File: src/rtl/ifu_pkg.sv
package ifu_pkg;

    localparam int unsigned PC_W   = 32;
    localparam int unsigned WORD_W = 32;
    localparam int unsigned OFF_W  = 16;
    localparam int unsigned STEP   = 4;

    typedef logic [PC_W-1:0]   pc_t;
    typedef logic [WORD_W-1:0] word_t;
    typedef logic [OFF_W-1:0]  off_t;

    typedef struct packed {
        pc_t pc;
    } fetch_state_t;

    typedef enum logic [1:0] {
        NXT_RESET  = 2'd0,
        NXT_SEQ    = 2'd1,
        NXT_BRANCH = 2'd2
    } nxt_src_e;

    // Sign-extend a word offset and scale it to bytes.
    function automatic pc_t scale_offset(input off_t off);
        return {{(PC_W-OFF_W-2){off[OFF_W-1]}}, off, 2'b00};
    endfunction

endpackage

File: src/rtl/ifu_rom.sv
module ifu_rom
    import ifu_pkg::*;
#(
    parameter int unsigned IDX_W    = 6,
    parameter logic [15:0] WORD_TAG = 16'hC0DE
) (
    input  logic [IDX_W-1:0] idx_i,
    output word_t            word_o
);
    localparam int unsigned DEPTH = 1 << IDX_W;
    localparam int unsigned LOW_W = WORD_W - 16;

    word_t tbl [DEPTH];

    for (genvar g = 0; g < DEPTH; g++) begin : g_word
        localparam logic [LOW_W-1:0] ENTRY_ID = LOW_W'(g);
        assign tbl[g] = {WORD_TAG, ENTRY_ID};
    end

    assign word_o = tbl[idx_i];

endmodule

File: src/rtl/ifu_next_pc.sv
module ifu_next_pc
    import ifu_pkg::*;
(
    input  pc_t      pc_i,
    input  logic     br_req_i,
    input  logic     eq_i,
    input  off_t     off_i,
    output pc_t      pc_seq_o,
    output pc_t      pc_tgt_o,
    output logic     take_o
);
    pc_t seq;
    pc_t tgt;

    always_comb begin
        seq      = pc_i + pc_t'(STEP);
        tgt      = seq + scale_offset(off_i);
        pc_seq_o = seq;
        pc_tgt_o = tgt;
        take_o   = br_req_i & eq_i;
    end

endmodule

File: src/rtl/ifu_fetch_unit.sv
module ifu_fetch_unit
    import ifu_pkg::*;
#(
    parameter int unsigned IDX_W    = 6,
    parameter logic [15:0] WORD_TAG = 16'hC0DE
) (
    input  logic        clk,
    input  logic        rst,
    input  logic        br_req_i,
    input  logic        eq_i,
    input  logic [15:0] off_i,
    output logic [31:0] instr_o,
    output logic [31:0] pc_o
);
    localparam int unsigned IDX_LO = 2;
    localparam int unsigned IDX_HI = IDX_W + IDX_LO - 1;

    fetch_state_t st_d, st_q;
    pc_t          pc_seq, pc_tgt;
    logic         take;
    nxt_src_e     src;
    word_t        rom_word;

    ifu_next_pc u_next (
        .pc_i     (st_q.pc),
        .br_req_i (br_req_i),
        .eq_i     (eq_i),
        .off_i    (off_i),
        .pc_seq_o (pc_seq),
        .pc_tgt_o (pc_tgt),
        .take_o   (take)
    );

    ifu_rom #(
        .IDX_W    (IDX_W),
        .WORD_TAG (WORD_TAG)
    ) u_rom (
        .idx_i  (st_q.pc[IDX_HI:IDX_LO]),
        .word_o (rom_word)
    );

    always_comb begin
        st_d = st_q;
        if (rst)       src = NXT_RESET;
        else if (take) src = NXT_BRANCH;
        else           src = NXT_SEQ;
        unique case (src)
            NXT_RESET:  st_d.pc = '0;
            NXT_BRANCH: st_d.pc = pc_tgt;
            default:    st_d.pc = pc_seq;
        endcase
    end

    always_ff @(posedge clk) begin
        st_q <= st_d;
    end

    assign pc_o    = st_q.pc;
    assign instr_o = rom_word;

endmodule

File: config.mk
export PLATFORM = sky130hd
export DESIGN_NAME = ifu_fetch_unit
export DESIGN_NICKNAME = d
export VERILOG_FILES = /design/src/rtl/ifu_pkg.sv /design/src/rtl/ifu_rom.sv /design/src/rtl/ifu_next_pc.sv /design/src/rtl/ifu_fetch_unit.sv
export SDC_FILE = /design/constraint.sdc
export NUM_CORES = 1
export LEC_CHECK = 0
export BUFFER_PORTS_ARGS = -buffer_cell sky130_fd_sc_hd__clkbuf_2
export CAP_MARGIN = 20
export CORE_MARGIN = 5
export CORE_UTILIZATION = 59
export DETAILED_ROUTE_END_ITERATION = 10
export PLACE_DENSITY_LB_ADDON = 0.25
export SETUP_SLACK_MARGIN = 0.3
export SYNTH_ARGS = -nofsm -noshare
export SYNTH_HDL_FRONTEND = slang
export SYNTH_SLANG_ARGS = --single-unit
export TNS_END_PERCENT = 30
File: constraint.sdc
create_clock -name clk -period 9.6 [get_ports clk]
set_clock_uncertainty 0.15 [all_clocks]
set_input_delay 0.96 -clock clk [delete_from_list [all_inputs] [get_ports clk]]
set_output_delay 0.96 -clock clk [all_outputs]
set_load 0.03 [all_outputs]
**Word-level counts from Yosys, hierarchy flattened**

Memories as Yosys holds them, arrays and structs flattened.
Index checks and enable logic that the tools add are counted.
W data, S select, Z words.

- Register bits after elaboration: 32
- Memory bits (read-only): 2048
- Input port bits: 20
- Word-level logic and storage cells: 14
- Memories: 1

- Add/sub/neg operators: 2
- Order comparisons: 1
- Eq/ne operators: 1
- Multiplexer cells: 5
- Bitwise operators: 2
- Reductions and logical operators: 1

Memories:

| memory | depth | bits a word | rd ports | clocked after Yosys merged registers in | wr ports | RTL line | RTL |
|---|---|---|---|---|---|---|---|
| (name not given) | 64 | 32 | 1 | 0 | 0 | ifu_rom.sv:20 | `assign word_o = tbl[idx_i];` |

Operators by type and width:

| cell | number |
|---|---|
| $mux W32 | 2 |
| $pmux W32 S2 | 1 |
| $add A32 B3 Y32 const B | 1 |
| $add A32 B32 Y32 | 1 |
| $ge A7 B7 Y1 const B | 1 |
| $not A6 Y7 | 1 |
| $mux W2 | 2 |
| $eq A2 B2 Y1 const B | 1 |
| $logic_not A2 Y1 | 1 |
| $and A1 B1 Y1 | 1 |

**Depth between registers and ports, before layout**

Gate-level depths: netlist of run 1.

- Depth in word-level cells: 5
- Depth in mapped cells: 15

**Modules after synthesis**

From an unflattened synthesis of run 1, not the netlist that was laid out.

- Cells, all modules: 433
- Area, all modules: 3589.7 um^2

Modules (own cells, without submodules):

| module | instances | cells an instance | area an instance (um^2) | seq. area each (um^2) |
|---|---|---|---|---|
| ifu_next_pc | 1 | 296 | 2178.3 | 0.0 |
| ifu_fetch_unit | 1 | 103 | 1163.6 | 640.6 |
| ifu_rom | 1 | 34 | 247.7 | 0.0 |

**Worst setup path before layout of run 1**

Ideal clock, no wire load.

- Kind: reg2reg
- Start: register st_q (netlist bit pc_o[2])
- End: register st_q (netlist bit pc_o[27])
- Library setup time: 0.117 ns
- Data arrival time: 3.501 ns
- Setup slack: 5.831 ns
- Cell stages (with the launch flop): 15
- Path buffers: 1
- Period minus slack after synthesis: 3.769 ns
- Cells stage by stage: dfxtp_1 -> ha_1 -> and3_1 -> and2_1 -> buf_2 -> nand4_1 -> xnor2_1 -> ha_1 -> and2_1 -> and3_1 -> a221o_1 -> a31oi_4 -> a21oi_1 -> or3_1 -> a32o_1

RTL lines:

| element | RTL line | RTL |
|---|---|---|
| from (decl) | ifu_fetch_unit.sv:18 | `fetch_state_t st_d, st_q;` |
| from (signal assigned) | ifu_fetch_unit.sv:55 | `st_q <= st_d;` |

==> impl_metrics.env, run 1 <==
export IMPL_status="finished, final reports clean"
export IMPL_path_class="flop to flop"
export IMPL_n_fill_cell=497
export IMPL_register_area_sq_um=601
export IMPL_min_path_type="flop to flop"
export IMPL_synth_edf_count=0
export IMPL_dp_hpwl_mm=6.81
export IMPL_drc=0
export IMPL_fin_nets=529
export IMPL_ys_seq_area_share_pct=17.6
export IMPL_hold_depth=1
export IMPL_end_kind="flop"
export IMPL_htreeDepth=2
export IMPL_drv_slew=0
export IMPL_worstRegToRegCells=13
export IMPL_power_density_nw_per_um2=131
export IMPL_grt_pass1_vias=3112
export IMPL_critPathArrivalTime_ns=4.10
export IMPL_root_buffer="clkbuf_8"
export IMPL_crit_fanout=8
export IMPL_regToRegEndpoint="pc_o[25]"
export IMPL_io_buffer_count=55
export IMPL_vdd_ir_drop_max_mv=0.0963
export IMPL_hold_buffers=0
export IMPL_routabilityCongestion=0.946
export IMPL_worstHoldEndpoint="pc_o[2]"
export IMPL_die_w_microns=86.1
export IMPL_reg2reg_setup_slack_ns=5.55
export IMPL_cts_sinks=30
export IMPL_relSlewSlack_pct=41.1
export IMPL_vias=3216
export IMPL_setup_tns_ns=0
export IMPL_insertedDiodeCount=0
export IMPL_postCtsSetupBuffers=0
export IMPL_ant_nets=0
export IMPL_cts_made_buffers=5
export IMPL_async_flop_share_pct=0
export IMPL_cts_resized_gates=0
export IMPL_final_period_utilization_pct=42.2
export IMPL_synth_distinct_cells=61
export IMPL_grtUsageTotal_pct=23.5
export IMPL_cts_tree="yes"
export IMPL_antenna_found_initial=0
export IMPL_period_minus_slack_ns=4.05
export IMPL_cts_buffer_depth=2
export IMPL_drive_gt1_share_pct=15.0
export IMPL_fmaxAchievable_mhz=247
export IMPL_grt_max_degree=42
export IMPL_die_h_microns=86.1
export IMPL_synth_area_sq_um=3420
export IMPL_wl_per_cell_microns=16.1
export IMPL_rows=27
export IMPL_syn_inst=429
export IMPL_largest_reg_flops=30
export IMPL_finalPower_mw=0.478
export IMPL_core_sq_um=5570
export IMPL_worstHoldStart="pc_o[2]"
export IMPL_viasPerCell=5.91
export IMPL_finalHoldViolCount=0
export IMPL_ios=84
export IMPL_ys_seq_elements=30
export IMPL_avgSynthCellArea_sq_um=7.97
export IMPL_final_cell_mix="55 x clkbuf_2, 36 x ha_1, 33 x nor2_1"
export IMPL_final_setup_viol_count=0
export IMPL_drtIter0Drc=201
export IMPL_r2r_start="pc_o[2]"
export IMPL_clk_latency_ns=0.28
export IMPL_grt_overflow_total=0
export IMPL_die_area_sq_um=7420
export IMPL_syn_to_final_growth_pct=7.06
export IMPL_startpoint="pc_o[2]"
export IMPL_wirelength_mm=8.77
export IMPL_layout_commonest_cell="clkbuf_2"
export IMPL_ys_warn_count=0
export IMPL_dr_pass1_iters=4
export IMPL_clk_pin_slew_ns=0.07
export IMPL_leakage_nw=1.73
export IMPL_multi_input_area_sq_um=2570
export IMPL_start_util_pct=61.3
export IMPL_grt_pass1_wl_mm=14.3
export IMPL_rsz0062_at_grt="false"
export IMPL_tightest_slew_ns=0.880
export IMPL_start_kind="flop"
export IMPL_cp_required_ns=9.65
export IMPL_synthFlopType="dfxtp_1"
export IMPL_maxCapViolCount=0
## logic make-up after synthesis
kind of cell | Yosys count | synth area share (%)
other | 2 | 0.220
adders and majority gates | 37 | 13.8
muxes | 3 | 0.879
and+or+nand+nor | 138 | 21.1
AOI/OAI and AO/OA | 116 | 24.5
xor gates and xnor gates | 46 | 11.8
buffers and inverters | 57 | 10.1
DFF | 30 | 17.6
## per-layer routing
metal	vias up	GRT usage, %	wire length, microns
met2	134	40.2	4060
met1	1468	30.0	3830
li1	1598	-	-
met3	16	4.13	717
met5	-	0	0
met4	0	7.05	170
## cells in the mapped netlist, types with 3 or more instances
| cell type | n | share of area (%) |
|---|---|---|
| ha_1 | 36 | 13 |
| buf_4 | 35 | 7.7 |
| nor2_1 | 33 | 3.6 |
| xnor2_1 | 31 | 7.9 |
| dfxtp_1 | 30 | 18 |
| nand2_1 | 28 | 3.1 |
| a21oi_1 | 25 | 3.7 |
| nand3_1 | 21 | 3.1 |
| a21o_1 | 20 | 4.4 |
| a211oi_1 | 16 | 3.5 |
| xor2_1 | 15 | 3.8 |
| and3_1 | 12 | 2.2 |
| inv_1 | 11 | 1.2 |
| clkbuf_1 | 9 | 0.99 |
| o21ai_0 | 8 | 1.2 |
| nand2b_1 | 6 | 1.1 |
| o211ai_1 | 6 | 1.3 |
| or3_1 | 6 | 1.1 |
| and2_1 | 5 | 0.92 |
| and4_1 | 5 | 1.3 |
| nand4_1 | 5 | 0.92 |
| o21ai_1 | 5 | 0.73 |
| a31oi_1 | 4 | 0.73 |
| nor3_1 | 4 | 0.59 |
| a211o_1 | 3 | 0.77 |
| a22o_1 | 3 | 0.77 |
| a311o_1 | 3 | 0.88 |
| a32o_1 | 3 | 0.88 |
| mux2i_1 | 3 | 0.88 |
## power breakdown
group	internal [mW]	total [mW]	switching (mW)	leakage (nW)
Clock	0.0500	0.100	0.0501	0.0383
Sequential	0.136	0.152	0.0156	0.247
Combinational	0.0815	0.226	0.145	1.44
## layout make-up
class | count | area share, %
clock buffer | 7 | 2.09
sequential | 30 | 16.4
tap | 72 | 2.46
inverter | 11 | 1.13
timing repair buffer | 56 | 7.73
multi-input combinational | 368 | 70.2
## stage by stage
stage | cells | util [%] | instance area [sq um] | worst slack [ns] | hold slack (ns)
CTS | 544 | 65.7 | 3660 | 5.61 | 0.469
floorplan | 455 | - | 3520 | 5.83 | 0.562
global placement | 537 | 64.3 | 3580 | 5.80 | 0.437
global route | 544 | 65.7 | 3660 | 5.26 | 0.510
detailed placement | 537 | 64.3 | 3580 | 5.63 | 0.458
finish | 544 | 65.7 | 3660 | 5.55 | 0.467
## worst max-delay path, stage by stage, from the launching register on
cell and delay, ns:
dfxtp_1 0.46, ha_1 0.27, and3_1 0.26, and2_1 0.33, nand4_1 0.16, xnor2_1 0.27
ha_1 0.34, and2_1 0.18, and3_1 0.22, a221o_1 0.36, a31oi_4 0.27, o31ai_1 0.21
a311o_1 0.38, o211ai_1 0.10
## how the worst max path moves through the flow
stage	slack, ns	depth (start not counted)	end
floorplan	5.83	14	pc_o[27]
global route	5.26	13	pc_o[25]
CTS	5.61	13	pc_o[25]
finish	5.55	13	pc_o[25]
detailed placement	5.63	13	pc_o[27]
global placement	5.80	13	pc_o[25]
Note: power is estimated with default switching activity, not from simulation.
==> run 2: changes to the inputs <==
--- a/config.mk
+++ b/config.mk
@@ -5,10 +5,11 @@
 export SDC_FILE = /design/constraint.sdc
 export NUM_CORES = 1
 export LEC_CHECK = 0
+export ABC_AREA = 1
 export BUFFER_PORTS_ARGS = -buffer_cell sky130_fd_sc_hd__clkbuf_2
 export CAP_MARGIN = 20
 export CORE_MARGIN = 5
-export CORE_UTILIZATION = 59
+export CORE_UTILIZATION = 57
 export DETAILED_ROUTE_END_ITERATION = 10
 export PLACE_DENSITY_LB_ADDON = 0.25
 export SETUP_SLACK_MARGIN = 0.3
==> constraint.sdc (replaced) <==
create_clock -name clk -period 4.2 [get_ports clk]
set_clock_uncertainty 0.15 [all_clocks]
set_input_delay 0.42 -clock clk [delete_from_list [all_inputs] [get_ports clk]]
set_output_delay 0.42 -clock clk [all_outputs]
set_load 0.03 [all_outputs]
==> impl_metrics.env, run 2 <==
export IMPL_status="finished, final reports clean"
export IMPL_yosys_area_top_type_share_pct=23.8
export IMPL_grt_pass1_vias=4378
export IMPL_setup_tns_ns=0
export IMPL_final_setup_viol_count=0
export IMPL_finalHoldViolCount=0
export IMPL_synth_top_family_by_area="simple AND/OR/NAND/NOR gates"
export IMPL_grt_max_degree=21
export IMPL_synth_area_sq_um=4260
export IMPL_end_kind="flop"
export IMPL_htreeDepth=2
export IMPL_ys_warn_count=0
export IMPL_critPathArrivalTime_ns=3.34
export IMPL_ys_seq_elements=30
export IMPL_crit_fanout=6
export IMPL_vdd_ir_drop_max_mv=0.107
export IMPL_postCtsSetupBuffers=0
export IMPL_period_minus_slack_ns=3.33
export IMPL_synth_fa_ha_area_share_pct=11.0
export IMPL_synth_top_area_cell="nand2_1"
export IMPL_final_cell_mix="270 x nand2_1, 121 x inv_1, 70 x nor2_1"
export IMPL_dp_hpwl_mm=11.2
export IMPL_register_area_sq_um=601
export IMPL_antenna_found_initial=0
export IMPL_grt_pass1_wl_mm=20.8
export IMPL_io_buffer_count=55
export IMPL_cts_buffer_depth=2
export IMPL_synth_simple_gate_area_share_pct=45.0
export IMPL_seqPwrFrac_pct=30.3
export IMPL_ys_seq_area_share_pct=14.1
export IMPL_power_switching_mw=0.550
export IMPL_clk_latency_ns=0.28
export IMPL_cts_made_buffers=5
export IMPL_drv_slew=0
export IMPL_die_w_microns=96.4
export IMPL_reg2reg_setup_slack_ns=0.87
export IMPL_syn_inst=766
export IMPL_ios=84
export IMPL_crit_path_end="pc_o[28]"
export IMPL_viasPerCell=5.28
export IMPL_maxCapViolCount=0
export IMPL_ant_nets=0
export IMPL_wl_per_cell_microns=14.5
export IMPL_routabilityCongestion=1.01
export IMPL_yosysMostFrequentCell="nand2_1"
export IMPL_cts_tree="yes"
export IMPL_multi_input_area_sq_um=3020
export IMPL_root_buffer="clkbuf_8"
export IMPL_syn_to_final_growth_pct=7.61
export IMPL_drtIter0Drc=464
export IMPL_drc=0
export IMPL_regToRegEndpoint="pc_o[28]"
export IMPL_dr_pass1_iters=6
export IMPL_core_sq_um=7250
export IMPL_synth_edf_count=0
export IMPL_power_density_nw_per_um2=252
export IMPL_wirelength_mm=13.3
export IMPL_grtUsageTotal_pct=29.1
export IMPL_start_kind="flop"
export IMPL_synthFlopType="dfxtp_1"
export IMPL_final_core_utilization_pct=63.2
export IMPL_intPower_mw=0.607
export IMPL_cp_required_ns=4.21
export IMPL_clk_pin_slew_ns=0.07
export IMPL_swShare_pct=47.6
export IMPL_die_h_microns=96.4
export IMPL_dpl_cell_area_sq_um=4490
export IMPL_synthTopCellsByCount="270 x nand2_1, 121 x inv_1, 70 x nor2_1, 57 x nand3_1, 36 x ha_1"
export IMPL_cts_sinks=30
export IMPL_grt_overflow_total=0
export IMPL_fmaxAchievable_mhz=300
export IMPL_synthXorXnorAreaFrac_pct=3.06
export IMPL_rows=31
export IMPL_synth_compound_area_share_pct=9.40
export IMPL_path_class="flop to flop"
export IMPL_largest_reg_flops=30
export IMPL_synth_mux_area_fraction_pct=0
export IMPL_fin_area_sq_um=4580
export IMPL_synthTopCellsByArea="nand2_1 24%, dfxtp_1 14%, inv_1 11%"
export IMPL_leakage_nw=2.72
export IMPL_avgSynthCellArea_sq_um=5.56
export IMPL_finalPower_mw=1.16
export IMPL_p_clk_share_pct=21.5
export IMPL_final_period_utilization_pct=79.3
export IMPL_cts_resized_gates=0
export IMPL_async_flop_share_pct=0
export IMPL_layout_commonest_cell="nand2_1"
export IMPL_rsz0062_at_grt="false"
export IMPL_combinationalPowerShare_pct=48.2
export IMPL_vias=4838
export IMPL_drive_gt1_share_pct=10.4
export IMPL_die_area_sq_um=9300
export IMPL_startpoint="pc_o[12]"
export IMPL_insertedDiodeCount=0
export IMPL_start_util_pct=58.7
export IMPL_r2r_start="pc_o[12]"
export IMPL_synth_distinct_cells=34
export IMPL_fin_nets=873
export IMPL_holdWs_ns=0.347
export IMPL_min_path_type="primary input to flop"
export IMPL_hold_buffers=0
export IMPL_worstRegToRegCells=18
export IMPL_n_fill_cell=777
## run 2: cell count changes in the layout (fill, tap and decap cells not counted), sizes merged, moves of 7 or more
| cell | change |
|---|---|
| nand4 | +8 |
| and3 | -12 |
| a211oi | -17 |
| nand3 | +35 |
| nor2 | +44 |
| nor3 | +9 |
| a21oi | +10 |
| xnor2 | -28 |
| or3 | -7 |
| inv | +110 |
| o21ai | +13 |
| a21o | -16 |
| nand2 | +247 |
## run 2: area by class of cell
class	instances	share of cell area, %
multi-input combinational	601	66.0
sequential	30	13.1
inverter	121	9.91
timing repair buffer	57	6.33
tap	99	2.70
clock buffer	7	1.88
clock inverter	1	0.109
## run 2: how the worst min path moves through the flow
stage | startpoint | to | slack (ns) | cells past startpoint
4_1_cts | off_i[0] | pc_o[2] | 0.34 | 4
5_1_grt | off_i[0] | pc_o[2] | 0.38 | 4
3_5_place_dp | pc_o[2] | pc_o[2] | 0.38 | 1
6_report | off_i[0] | pc_o[2] | 0.35 | 4
2_1_floorplan | rst | pc_o[14] | 0.47 | 3
3_3_place_gp | pc_o[2] | pc_o[2] | 0.35 | 1
## run 2: layer usage
metal	vias up	share of wire, %	track usage [%]	wire (microns)
met3	23	7.7	1.78	1020
met2	218	44	47.5	5820
li1	2438	-	-	-
met4	0	1.8	8.53	242
met5	-	0	0	0
met1	2159	47	41.1	6240
## run 2: logic make-up (layout without fill, tap and decap cells)
| kind of cell | after synthesis | count (layout) |
|---|---|---|
| xor gates and xnor gates | 14 | 14 |
| and+or+nand+nor | 448 | 448 |
| DFF | 30 | 30 |
| AOI/OAI and AO/OA | 74 | 74 |
| buffers and inverters | 161 | 186 |
| adders and majority gates | 37 | 37 |
| other | 2 | 28 |
## run 2: stage by stage
step | setup WS, ns | cells
final | 0.870 | 916
after global routing | 0.542 | 916
after CTS | 0.949 | 916
after detailed placement | 0.964 | 908
after global placement | 0.975 | 908
after floorplan | 1.24 | 792
## run 2: power by group through the flow
stage / registers (mW) / logic [mW] / clock network [mW]
2_1_floorplan: 0.398 / 0.382 / 0
3_3_place_gp: 0.354 / 0.534 / 0
3_5_place_dp: 0.356 / 0.545 / 0
4_1_cts: 0.349 / 0.548 / 0.249
5_1_grt: 0.354 / 0.615 / 0.263
6_report: 0.350 / 0.558 / 0.249
## run 2: worst max-delay path, stage by stage (launching register included)
cell and delay (ns):
dfxtp_1 0.43, nand2_1 0.14, nor2_2 0.16, nand2_2 0.08, nor2_4 0.23, nand4_4 0.14, or2_0 0.22, nand2_1 0.11
inv_1 0.06, ha_1 0.35, nand2_1 0.16, nor2_1 0.26, nand2_1 0.14, nor2_1 0.11, nand2_1 0.11, nand2_1 0.10
nand2_1 0.05, nand3_1 0.12, nand2_1 0.08
